`src/rtl/pmic_bridge_pkg.sv`:
```
package pmic_bridge_pkg;
  localparam int OFF_W  = 17;
  localparam int DATA_W = 16;
  localparam int ECHO_W = 15;

  typedef struct packed {
    logic [OFF_W-1:0]  off;
    logic [DATA_W-1:0] data;
  } wr_ent_t;

  typedef enum logic [1:0] {
    SEQ_IDLE = 2'd0,
    SEQ_WR   = 2'd1,
    SEQ_RD   = 2'd2
  } seq_st_e;
endpackage

```
`src/rtl/pmic_wfifo.sv`:
```
module pmic_wfifo #(
  parameter int W     = 33,
  parameter int DEPTH = 4,
  localparam int AW   = (DEPTH > 1) ? $clog2(DEPTH) : 1,
  localparam int CW   = $clog2(DEPTH + 1)
) (
  input  logic         clk_i,
  input  logic         rst_ni,
  input  logic         push_i,
  input  logic         pop_i,
  input  logic [W-1:0] din_i,
  output logic [W-1:0] dout_o,
  output logic         full_o,
  output logic         empty_o
);
  logic [W-1:0]  mem_q [DEPTH];
  logic [AW-1:0] wp_q, rp_q;
  logic [CW-1:0] cnt_q;
  logic          do_push, do_pop;

  assign full_o  = (cnt_q == CW'(DEPTH));
  assign empty_o = (cnt_q == '0);
  assign do_push = push_i && !full_o;
  assign do_pop  = pop_i && !empty_o;
  assign dout_o  = mem_q[rp_q];

  always_ff @(posedge clk_i) begin
    if (do_push) mem_q[wp_q] <= din_i;
  end

  always_ff @(posedge clk_i or negedge rst_ni) begin
    if (!rst_ni) begin
      wp_q  <= '0;
      rp_q  <= '0;
      cnt_q <= '0;
    end else begin
      if (do_push) wp_q <= (wp_q == AW'(DEPTH - 1)) ? '0 : wp_q + 1'b1;
      if (do_pop)  rp_q <= (rp_q == AW'(DEPTH - 1)) ? '0 : rp_q + 1'b1;
      case ({do_push, do_pop})
        2'b10:   cnt_q <= cnt_q + 1'b1;
        2'b01:   cnt_q <= cnt_q - 1'b1;
        default: cnt_q <= cnt_q;
      endcase
    end
  end
endmodule

```
`src/rtl/pmic_link_model.sv`:
```
module pmic_link_model #(
  parameter int LAT    = 4,
  parameter int REGS   = 16,
  parameter int OFF_W  = 17,
  parameter int DATA_W = 16,
  localparam int IW    = $clog2(REGS),
  localparam int CW    = $clog2(LAT + 1)
) (
  input  logic              clk_i,
  input  logic              rst_ni,
  input  logic              start_i,
  input  logic              wr_i,
  input  logic [OFF_W-1:0]  off_i,
  input  logic [DATA_W-1:0] wdata_i,
  output logic              busy_o,
  output logic              done_o,
  output logic [DATA_W-1:0] rdata_o
);
  logic [DATA_W-1:0] mem_q [REGS];
  logic [CW-1:0]     cnt_q;
  logic              busy_q, done_q, wr_q;
  logic [IW-1:0]     idx_q;
  logic [DATA_W-1:0] wd_q, rd_q;

  assign busy_o  = busy_q;
  assign done_o  = done_q;
  assign rdata_o = rd_q;

  always_ff @(posedge clk_i or negedge rst_ni) begin
    if (!rst_ni) begin
      busy_q <= 1'b0;
      done_q <= 1'b0;
      wr_q   <= 1'b0;
      cnt_q  <= '0;
      idx_q  <= '0;
      wd_q   <= '0;
      rd_q   <= '0;
      for (int i = 0; i < REGS; i++) mem_q[i] <= '0;
    end else begin
      done_q <= 1'b0;
      if (busy_q) begin
        if (cnt_q == '0) begin
          busy_q <= 1'b0;
          done_q <= 1'b1;
          if (wr_q) mem_q[idx_q] <= wd_q;
          else      rd_q <= mem_q[idx_q];
        end else begin
          cnt_q <= cnt_q - 1'b1;
        end
      end else if (start_i) begin
        busy_q <= 1'b1;
        cnt_q  <= CW'(LAT - 1);
        wr_q   <= wr_i;
        idx_q  <= off_i[IW+1:2];
        wd_q   <= wdata_i;
      end
    end
  end
endmodule

```
`src/rtl/pmic_link_seq.sv`:
```
module pmic_link_seq
  import pmic_bridge_pkg::*;
(
  input  logic              clk_i,
  input  logic              rst_ni,
  input  logic              fifo_empty_i,
  input  wr_ent_t           fifo_ent_i,
  input  logic              rd_pend_i,
  input  logic [OFF_W-1:0]  rd_off_i,
  input  logic              link_done_i,
  output logic              pop_o,
  output logic              start_o,
  output logic              wr_o,
  output logic [OFF_W-1:0]  off_o,
  output logic [DATA_W-1:0] wdata_o,
  output logic              rd_done_o
);
  seq_st_e st_q, st_d;

  always_comb begin
    st_d    = st_q;
    pop_o   = 1'b0;
    start_o = 1'b0;
    wr_o    = 1'b0;
    off_o   = rd_off_i;
    wdata_o = fifo_ent_i.data;
    case (st_q)
      SEQ_IDLE: begin
        // queued writes go first so reads see them
        if (!fifo_empty_i) begin
          pop_o   = 1'b1;
          start_o = 1'b1;
          wr_o    = 1'b1;
          off_o   = fifo_ent_i.off;
          st_d    = SEQ_WR;
        end else if (rd_pend_i) begin
          start_o = 1'b1;
          st_d    = SEQ_RD;
        end
      end
      SEQ_WR:  if (link_done_i) st_d = SEQ_IDLE;
      SEQ_RD:  if (link_done_i) st_d = SEQ_IDLE;
      default: st_d = SEQ_IDLE;
    endcase
  end

  assign rd_done_o = (st_q == SEQ_RD) && link_done_i;

  always_ff @(posedge clk_i or negedge rst_ni) begin
    if (!rst_ni) st_q <= SEQ_IDLE;
    else         st_q <= st_d;
  end
endmodule

```
`src/rtl/pmic_bridge.sv`:
```
module pmic_bridge
  import pmic_bridge_pkg::*;
#(
  parameter int ADDR_W    = 19,
  parameter int ADDR_MODE = 2,
  parameter int DEPTH     = 4,
  parameter int LAT       = 4,
  parameter int REGS      = 16,
  parameter int CMD_W     = 20
) (
  input  logic              clk_i,
  input  logic              rst_ni,
  input  logic              req_i,
  input  logic              we_i,
  input  logic [ADDR_W-1:0] addr_i,
  input  logic [31:0]       wdata_i,
  output logic [31:0]       rdata_o
);
  localparam int WIN_BASE = (ADDR_MODE == 2) ? 32'h2_0000 : 32'h8000;
  localparam int WIN_SIZE = (ADDR_MODE == 0) ? 4096 : (ADDR_MODE == 1) ? 16384 : 131072;
  localparam int SID_LSB  = (ADDR_MODE == 2) ? 15 : 12;
  localparam int REG_CMD  = 0;
  localparam int REG_DATA = 4;
  localparam int REG_STAT = 8;
  localparam int ENT_W    = $bits(wr_ent_t);

  function automatic logic off_ok(input logic [CMD_W-1:0] off);
    logic in_win, sid_ok;
    in_win = (32'(off) < WIN_SIZE);
    sid_ok = (ADDR_MODE == 0) || (off[SID_LSB +: 2] != 2'b11);
    return in_win && sid_ok;
  endfunction

  logic [31:0]       addr_ext;
  logic              wr_acc, cmd_wr, stat_clr, win_hit, win_wr;
  logic [OFF_W-1:0]  win_off;
  logic [CMD_W-1:0]  cmd_off;
  logic [ECHO_W-1:0] echo_nx;

  logic              busy_q, rd_pend_q, err_q, ovf_q;
  logic [OFF_W-1:0]  rd_off_q;
  logic [ECHO_W-1:0] echo_q;
  logic [DATA_W-1:0] data_q;
  logic [31:0]       data_reg;

  wr_ent_t           push_ent, pop_ent;
  logic [ENT_W-1:0]  pop_raw;
  logic              fifo_full, fifo_empty, fifo_push, fifo_pop;

  logic              lk_start, lk_wr, lk_busy, lk_done, rd_done;
  logic [OFF_W-1:0]  lk_off;
  logic [DATA_W-1:0] lk_wdata, lk_rdata;

  assign addr_ext = 32'(addr_i);
  assign wr_acc   = req_i && we_i;
  assign cmd_wr   = wr_acc && (addr_ext == REG_CMD);
  assign stat_clr = wr_acc && (addr_ext == REG_STAT) && wdata_i[0];
  assign win_hit  = (addr_ext >= WIN_BASE) && (addr_ext < WIN_BASE + WIN_SIZE);
  assign win_off  = OFF_W'(addr_ext - WIN_BASE);
  assign win_wr   = wr_acc && win_hit && off_ok(CMD_W'(win_off));
  assign cmd_off  = wdata_i[CMD_W-1:0];

  generate
    if (ADDR_MODE == 0) begin : g_echo_low
      assign echo_nx = cmd_off[ECHO_W-1:0];
    end else begin : g_echo_word
      assign echo_nx = cmd_off[ECHO_W+1:2];
    end
  endgenerate

  assign push_ent.off  = win_off;
  assign push_ent.data = wdata_i[DATA_W-1:0];
  assign fifo_push     = win_wr && !fifo_full;
  assign pop_ent       = wr_ent_t'(pop_raw);

  pmic_wfifo #(.W(ENT_W), .DEPTH(DEPTH)) u_fifo (
    .clk_i   (clk_i),
    .rst_ni  (rst_ni),
    .push_i  (fifo_push),
    .pop_i   (fifo_pop),
    .din_i   (push_ent),
    .dout_o  (pop_raw),
    .full_o  (fifo_full),
    .empty_o (fifo_empty)
  );

  pmic_link_seq u_seq (
    .clk_i        (clk_i),
    .rst_ni       (rst_ni),
    .fifo_empty_i (fifo_empty),
    .fifo_ent_i   (pop_ent),
    .rd_pend_i    (rd_pend_q),
    .rd_off_i     (rd_off_q),
    .link_done_i  (lk_done),
    .pop_o        (fifo_pop),
    .start_o      (lk_start),
    .wr_o         (lk_wr),
    .off_o        (lk_off),
    .wdata_o      (lk_wdata),
    .rd_done_o    (rd_done)
  );

  pmic_link_model #(.LAT(LAT), .REGS(REGS), .OFF_W(OFF_W), .DATA_W(DATA_W)) u_link (
    .clk_i   (clk_i),
    .rst_ni  (rst_ni),
    .start_i (lk_start),
    .wr_i    (lk_wr),
    .off_i   (lk_off),
    .wdata_i (lk_wdata),
    .busy_o  (lk_busy),
    .done_o  (lk_done),
    .rdata_o (lk_rdata)
  );

  always_ff @(posedge clk_i or negedge rst_ni) begin
    if (!rst_ni) begin
      busy_q    <= 1'b0;
      rd_pend_q <= 1'b0;
      err_q     <= 1'b0;
      ovf_q     <= 1'b0;
      rd_off_q  <= '0;
      echo_q    <= '0;
      data_q    <= '0;
    end else begin
      if (cmd_wr && !busy_q) begin
        if (off_ok(cmd_off)) begin
          busy_q    <= 1'b1;
          rd_pend_q <= 1'b1;
          rd_off_q  <= OFF_W'(cmd_off);
          echo_q    <= echo_nx;
          err_q     <= 1'b0;
        end else begin
          err_q <= 1'b1;
        end
      end
      if (lk_start && !lk_wr) rd_pend_q <= 1'b0;
      if (rd_done) begin
        busy_q <= 1'b0;
        data_q <= lk_rdata;
      end
      if (win_wr && fifo_full) ovf_q <= 1'b1;
      else if (stat_clr)       ovf_q <= 1'b0;
    end
  end

  assign data_reg = {busy_q, echo_q, data_q};

  always_comb begin
    rdata_o = '0;
    case (addr_ext)
      REG_DATA: rdata_o = data_reg;
      REG_STAT: begin
        rdata_o[11] = fifo_full;
        rdata_o[10] = fifo_empty;
        rdata_o[1]  = err_q;
        rdata_o[0]  = ovf_q;
      end
      default: rdata_o = '0;
    endcase
  end
endmodule

```
`config.mk`:
```
export PLATFORM = sky130hd
export DESIGN_NAME = pmic_bridge
export DESIGN_NICKNAME = d
export VERILOG_FILES = /design/src/rtl/pmic_bridge_pkg.sv /design/src/rtl/pmic_wfifo.sv /design/src/rtl/pmic_link_model.sv /design/src/rtl/pmic_link_seq.sv /design/src/rtl/pmic_bridge.sv
export SDC_FILE = /design/constraint.sdc
export NUM_CORES = 1
export LEC_CHECK = 0
export BUFFER_PORTS_ARGS = -buffer_cell sky130_fd_sc_hd__buf_2
export CAP_MARGIN = 5
export CORE_UTILIZATION = 39
export DETAILED_ROUTE_END_ITERATION = 7
export GPL_ROUTABILITY_DRIVEN = 0
export HOLD_SLACK_MARGIN = 0.05
export MAX_ROUTING_LAYER = met4
export PLACE_DENSITY = 0.59
export RECOVER_POWER = 25
export SLEW_MARGIN = 25
export SYNTH_ARGS = -nofsm -noshare
export SYNTH_HDL_FRONTEND = slang
export SYNTH_HIERARCHICAL = 1
export SYNTH_SLANG_ARGS = --single-unit
```
`constraint.sdc`:
```
create_clock -name clk_i -period 4.1 [get_ports clk_i]
set_input_delay 0.82 -clock clk_i [delete_from_list [all_inputs] [get_ports clk_i]]
set_output_delay 0.82 -clock clk_i [all_outputs]
set_load 0.01 [all_outputs]
```
[Word-level counts from Yosys, hierarchy flattened]
Memories as Yosys holds them, arrays and structs flattened.
Cells that the tools add are included.
Cells by class
  $add $sub $neg: 6
  order comparisons: 5
  eq/ne operators: 14
  muxes and demuxes: 41
  bitwise logic cells: 3
  reduce and logical (&&, ||, !) cells: 40
Operator list (number)
  256-bit bitwise mux: 1
  16-bit binary-select mux with 4-bit select: 1
  16-bit demux with 4-bit select: 1
  16-bit 2-to-1 mux: 3
  32-bit logical NOT: 1
  20-bit by 18-bit less-than comparator with 1-bit output, second input constant: 1
  20-bit 2-to-1 mux: 1
  19-bit by 3-bit == test with 1-bit output, second input constant: 1
  19-bit by 4-bit == test with 1-bit output, second input constant: 1
  19-bit by 18-bit greater-or-equal comparator with 1-bit output, second input constant: 1
  19-bit less-than comparator, second input constant: 1
  1-bit 2-to-1 mux: 19
  17-bit by 1-bit subtractor with 17-bit output, second input constant: 1
  1-bit logical AND: 16
  2-bit nonzero test: 7
  6-bit 2-to-1 mux: 2
  2-bit one-hot mux with 2 select lines: 3
  2-bit AND reduction: 6
  2-bit 2-to-1 mux: 5
  3-bit 2-to-1 mux: 3
  2-bit == test, second input constant: 4
  8-bit 2-to-1 mux: 1
  3-bit logical NOT: 2
  2-bit != test, second input constant: 3
  other kinds (16): 24
Storage, ports and cells
  register bits: 348
  memory bits (writable): 132
  input port bits: 55
  output and inout bits: 32
  word-level logic and storage cells: 144
  memories: 1
Memory list
  u_fifo.mem_q: depth 4, width 33, rd ports 1, clocked after Yosys merged registers in 0, wr ports 1, line pmic_wfifo.sv:16  | logic [W-1:0] mem_q [DEPTH];

[Depth between registers and ports, before layout]
Gate-level depths: netlist (run 1).
  word-level depth: 8
  mapped depth: 11

[By module]
Netlist (run 1), hierarchy kept.
By module, submodules not included
  pmic_link_model: instances 1, cells an instance 880, area an instance 13260.2 sq um, sequential area each 7457.2 sq um
  pmic_wfifo: instances 1, cells an instance 213, area an instance 5263.8 sq um, sequential area each 4139.0 sq um
  pmic_bridge: instances 1, cells an instance 136, area an instance 1815.5 sq um, sequential area each 925.9 sq um
  pmic_link_seq: instances 1, cells an instance 54, area an instance 560.5 sq um, sequential area each 50.0 sq um

[Worst setup path after synthesis (run 1)]
OpenSTA, ideal clock, no wires.
  path type: input port to flip-flop
  from: input port req_i
  to: memory u_fifo.mem_q[0][0], enable pin
  library setup time: 393 ps
  arrival time: 2513 ps
  slack: 1194 ps
  cell stages on the path: 5
  path buffers: 0
  cells stage by stage: nand2_1 a2111oi_0 nor2b_1 nor2b_2 and2_1
Between the ends
  word-level cells in the longest chain between the ends: 7
RTL lines
  start, declared: line pmic_bridge.sv:13  | input logic req_i,
  1-bit logical AND: line pmic_bridge.sv:55  | assign wr_acc = req_i && we_i;
  1-bit logical AND (2 in series): line pmic_bridge.sv:60  | assign win_wr = wr_acc && win_hit && off_ok(CMD_W'(win_off));
  1-bit logical AND: line pmic_bridge.sv:73  | assign fifo_push = win_wr && !fifo_full;
  net fifo_push: line pmic_bridge.sv:48  | logic fifo_full, fifo_empty, fifo_push, fifo_pop;
  1-bit logical AND: line pmic_wfifo.sv:23  | assign do_push = push_i && !full_o;
  1-bit 2-to-1 mux: line pmic_wfifo.sv:28  | if (do_push) mem_q[wp_q] <= din_i;
  1-bit 2-to-1 mux (not written as such): line pmic_wfifo.sv:28
  end, declared: line pmic_wfifo.sv:16
The timed path passes the listed nets, and every way through them passes these cells.

[Worst setup path in the final report (run 1)]
  from: input port addr_i[5]
  to: output port rdata_o[10]
Between the ends
  word-level cells in the longest chain between the ends: 2
RTL lines
  start, declared: line pmic_bridge.sv:15  | input logic [ADDR_W-1:0] addr_i,
  19-bit by 4-bit == test with 1-bit output / 19-bit by 3-bit == test with 1-bit output (equally long branches): line pmic_bridge.sv:150  | case (addr_ext)
  2-bit one-hot mux with 2 select lines *: line pmic_bridge.sv:150
  end, declared: line pmic_bridge.sv:17  | output logic [31:0] rdata_o
Mark *: on every way between the ends. The rest lies on a longest branch, timed or not.

==> results of run 1 <==
[per-stage QoR]
step                      cells  worst slack (ns)
final                      1908             0.840
after global routing       1908             0.717
after CTS                  1908             0.876
after detailed placement   1826             0.878
after global placement     1825             0.887
after floorplan            1201              1.26
[final timing paths]
check | start | end | slack, ns | depth (start not counted)
max | addr_i[5] | rdata_o[10] | 0.84 | 6
min | u_link/cnt_q[0] | u_link/cnt_q[0] | 0.47 | 1
max reg2reg | u_link/cnt_q[0] | u_link/mem_q[246] | 1.25 | 8
min reg2reg | u_link/cnt_q[0] | u_link/cnt_q[0] | 0.47 | 1
max in group asynchronous | rst_ni | u_link/mem_q[104] | 1.64 | 2
min in group asynchronous | rst_ni | u_link/mem_q[8] | 0.91 | 1
[power groups by stage]
stage                     Combinational (W)  Clock (W)  Sequential, W
after global routing                0.00329    0.00408        0.00664
after CTS                           0.00305    0.00391        0.00646
after detailed placement            0.00304          0        0.00653
final                               0.00299    0.00380        0.00645
after global placement              0.00297          0        0.00648
after floorplan                     0.00299          0        0.00578
[registers in the layout, summed over array words and instances, names as in the netlist]
signal and count:
data_q 16, u_link/idx_q 4, u_fifo/mem_q 80, rd_pend_q 1, u_link/done_o 1, busy_q 1, ovf_q 1, u_fifo/rp_q 2
rd_off_q 15, u_link/busy_o 1, u_link/mem_q 256, u_link/rdata_o 16, u_seq/st_q 2, u_fifo/cnt_q 3, u_fifo/wp_q 2, u_link/wd_q 16
u_link/cnt_q 3, u_link/wr_q 1, err_q 1
[worst register-to-register path, stage by stage, from the launching register on]
cell and delay [ns]:
dfrtp_1 0.39, inv_1 0.06, ha_1 0.13, ha_1 0.23
nand3_2 0.17, or3_1 0.44, nor3_2 0.51, buf_4 0.40
mux2_2 0.39
[per-layer routing]
metal / wire, µm / part of all wire / vias up / global-route usage
met5: 0 / 0 / - / -
li1: - / - / 4537 / -
met1: 19500 / 0.48 / 5342 / 0.245
met2: 19200 / 0.47 / 167 / 0.277
met3: 1250 / 0.031 / 54 / 0.0233
met4: 677 / 0.017 / 0 / 0.0410
[layout make-up]
cell class,instances,area share
repair buffers,111,0.0328
flip-flops and latches,422,0.522
multi-input cells,661,0.341
inverters,17,0.00303
clock inverters,18,0.00500
clock buffers,64,0.0599
well taps,615,0.0366
==> metrics.txt, run 1 <==
TritonCTS clock tree=yes; hold violation count in the final report=0; cell row count=80; Fin Hold WS=0.471 ns; Reg clk slew, reported paths=0.05 ns; Die Y=222 µm; Worst Path Arrival=2.44 ns; Post-CTS Setup Inserts=0; CTS Buffer Depth=3; filler instances=4309; Resized cells post-CTS=0; # hold bufs at CTS=0; critical path, cell by cell=clkbuf_1 -> nor4_1 -> nand2_1 -> nor4_1 -> a22o_1 -> buf_2; number of max-cap violations=1; H-tree lvl count=2; crit start category=input port; Tot Pwr=0.0132 W; final wirelength=40600 µm; Period minus WS final=3.26 ns; endpoints failing setup=0; DR pass1 iterations=6; DRT antenna net count=0; Vias/cell=5.29; Tot GR Track Use=0.176; LEAKAGE=9.35 nW; Layout area overhead=11.9%; Port Buffer Count=74; RSZ-0062 raised after global routing=false; die area=49100 µm²; Nets=1325; P_int=0.00928 W; delay-heaviest family, CP=simple AND/OR/NAND/NOR gates; pwr dens=630 nW/µm²; clk sinks=422; Setup TNS=0 ns; diode count=0; status=finished, violations left; Bufs and invs on worst path=2; Syn Inst Count=1201; combinational power share=0.226; VDD IR max=475 µV; Synthesis Warnings=6; Required @ worst endpoint=3.28 ns; WS Path Type=input port to primary output; area of the multi-input gates=7170 µm²; first-pass GRT wire length=64700 µm; CP max FO=5; DRC=0; Initial Util=0.395; Max-slew headroom=-0.475; switch share=0.300; number of global-route vias before repair=10791; layout cells sized above 1=0.411; initial antenna violation count=0; crit-path most repeated cell=nor4_1; CP max stage delay=0.58 ns; Die Width=222 µm; largest net degree at the start of global routing=97; worst slew pin tran=2.21 ns; syn_area_per_cell=15.7 µm²; commonest cells after routing, fill and taps aside=340 x dfrtp_1, 287 x mux2_2, 83 x mux2i_1; Psw=0.00397 W; sequential cell fraction of total power=0.487; Max Fclk=307 MHz; Crit. End Element=primary output; total gr overflow=0; Seq. cell area=11000 µm²; Iteration-0 DRC Markers=407; synthesized area=18800 µm²; Placed Area=19700 µm²; Clock Latency Late Sink=0.55 ns; core area=47600 µm²; Worst Skew=0.0112 ns; failing checks=max-capacitance violations, max-slew violations; Worst Hold Class=register to register; dpl hpwl=25100 µm; final core utilization=0.441; Boundary Pins=87; Synth Net Count=1268; power share of the clock group=0.287; WL/cell=21.3 µm; slowest stage cell, crit path=nor4_1; Num CTS Buffers=45; most common cell after layout, fill and taps aside=dfrtp_1; clock root cell=clkbuf_16; Max Slew Vio Count=76; Final Cell Area=21000 µm²; vias after detailed routing=10100; fin crit share=0.795
Note: power is estimated with default switching activity, not from simulation.
==> inputs of run 2 (changes only) <==
--- a/config.mk
+++ b/config.mk
@@ -12,7 +12,7 @@
 export GPL_ROUTABILITY_DRIVEN = 0
 export HOLD_SLACK_MARGIN = 0.05
 export MAX_ROUTING_LAYER = met4
-export PLACE_DENSITY = 0.59
+export PLACE_DENSITY = 0.61
 export RECOVER_POWER = 25
 export SLEW_MARGIN = 25
 export SYNTH_ARGS = -nofsm -noshare
==> constraint.sdc (replaced) <==
create_clock -name clk_i -period 2.9 [get_ports clk_i]
set_input_delay 0.58 -clock clk_i [delete_from_list [all_inputs] [get_ports clk_i]]
set_output_delay 0.58 -clock clk_i [all_outputs]
set_load 0.01 [all_outputs]
==> metrics.txt, run 2 (synthesized netlist as in run 1, its figures left out) <==
reg-to-reg setup timing slack=0.30 ns (-0.95 ns); layout cells sized above 1=0.426 (+0.0143); Die Y=222 µm (unchanged); TritonCTS clock tree=yes; fin crit share=0.936; worst slew pin tran=1.79 ns (-0.425 ns); RSZ-0062 raised after global routing=false; Reg with most FFs=u_link/mem_q; pwr dens=893 nW/µm² (+42%); Layout area overhead=13.5%; CTS Buffer Depth=3 (unchanged); Crit. End Element=primary output; Max-slew headroom=-0.192 (+0.283); Fin Hold WS=0.0334 ns (-0.438 ns); CP max FO=23 (+18); Post-CTS Setup Inserts=0 (unchanged); DRT antenna net count=0 (unchanged); status=finished, violations left; Initial Util=0.395 (unchanged); Final WS setup=0.186 ns (-0.655 ns); largest registers=u_link/mem_q: 256 flops, u_fifo/mem_q: 80 flops; Place WS=0.170 ns (-0.708 ns); most common cell after layout, fill and taps aside=dfrtp_1; cell row count=80 (unchanged); Nets=1340 (+1.1%); number of max-cap violations=2 (+1); hold violation count in the final report=0 (unchanged); Setup TNS=0 ns (unchanged); largest net degree at the start of global routing=84 (-13%); clk sinks=422 (unchanged); initial antenna violation count=0 (unchanged); failing checks=max-capacitance violations, max-slew violations; CP max stage delay=0.39 ns (-0.19 ns); number of global-route vias before repair=10729 (-0.57%); DR pass1 iterations=4 (-2); core area=47600 µm² (unchanged); Tot GR Track Use=0.167 (-0.00981); Worst Path Arrival=2.13 ns (-0.31 ns); critical path, cell by cell=buf_2 -> nor4_1 -> nand2_1 -> nor4b_4 -> buf_12 -> and2_1 -> buf_2; clock root cell=clkbuf_16; crit-path most repeated cell=buf_2; Port Buffer Count=74 (unchanged); filler instances=4254 (-1.3%); slowest stage cell, crit path=nor4b_4; Die Width=222 µm (unchanged); Vias/cell=5.23 (-1.3%); crit start category=input port; LEAKAGE=9.50 nW (+1.6%); WS Path Type=input port to primary output; total gr overflow=0 (unchanged); endpoints failing setup=0 (unchanged); Clock Latency Late Sink=0.55 ns (about the same); Worst Skew=0.0101 ns (-0.00104 ns); die area=49100 µm² (unchanged); dpl hpwl=25100 µm (+0.11%); Max Slew Vio Count=73 (-3.9%); delay-heaviest family, CP=simple AND/OR/NAND/NOR gates; WL/cell=19.9 µm (-6.6%); Max Fclk=368 MHz; Worst Hold Class=input port to asynchronous set/reset pin; first-pass GRT wire length=62500 µm (-3.4%); Iteration-0 DRC Markers=459 (+13%); DRC=0 (unchanged); final wirelength=38200 µm (-5.9%); H-tree lvl count=2 (unchanged); Reg clk slew, reported paths=0.05 ns (about the same); Num CTS Buffers=45 (unchanged); Required @ worst endpoint=2.32 ns (-0.96 ns); VDD IR max=648 µV (+36%); Boundary Pins=87 (unchanged); vias after detailed routing=10045 (-0.54%); Period minus WS final=2.71 ns; commonest cells after routing, fill and taps aside=340 x dfrtp_1, 287 x mux2_2, 83 x mux2i_1; Bufs and invs on worst path=3 (+1); Largest register FFs=256 (unchanged)
run 2: path summary, 6_finish.rpt:
check                                       to  cells past startpoint            start
setup / recovery                    rdata_o[5]                      7        addr_i[5]
hold / removal                u_link/mem_q[24]                      1           rst_ni
setup reg to reg             u_link/mem_q[120]                      8  u_link/cnt_q[0]
hold reg to reg                u_link/cnt_q[0]                      1  u_link/cnt_q[0]
max in group asynchronous    u_link/mem_q[124]                      2           rst_ni
min in group clk_i         u_fifo/mem_q[3][21]                      1        addr_i[5]
run 2: stage by stage:
| step | utilization | cell area, µm² | cells | total power [W] |
|---|---|---|---|---|
| after floorplan | - | 18800 | 1201 | 0.0124 |
| after global placement | 0.418 | 19900 | 1841 | 0.0134 |
| after detailed placement | 0.418 | 19900 | 1841 | 0.0136 |
| after CTS | 0.449 | 21400 | 1921 | 0.0193 |
| after global routing | 0.448 | 21300 | 1921 | 0.0202 |
| final | 0.448 | 21300 | 1922 | 0.0190 |
run 2: where the power goes:
group,internal [W],total (W),switching [W],leakage (nW)
Sequential,0.00748,0.00905,0.00157,5.29
Combinational,0.00260,0.00433,0.00174,3.49
Clock,0.00340,0.00567,0.00227,0.724
Total,0.0135,0.0190,0.00558,9.50
run 2: area by class of cell:
cell class                 count  area, µm²  area share
inverter                      17       63.8     0.00299
clock buffer                  67       1350      0.0634
sequential                   422      11000       0.514
antenna                        1       2.50    0.000117
tap                          615        769      0.0361
multi-input combinational    661       7180       0.336
timing repair buffer         126        883      0.0414
clock inverter                13        121     0.00569
run 2: metal layers:
metal  wire [µm]  GRT usage
met5           0          -
met4         520     0.0365
met3        1180     0.0257
met2       18200      0.260
met1       18400      0.231
run 2: repair_timing:
item                       CTS  global route
hold buffers                 0             0
gates resized for setup      0             1
setup endpoints to repair    0             4
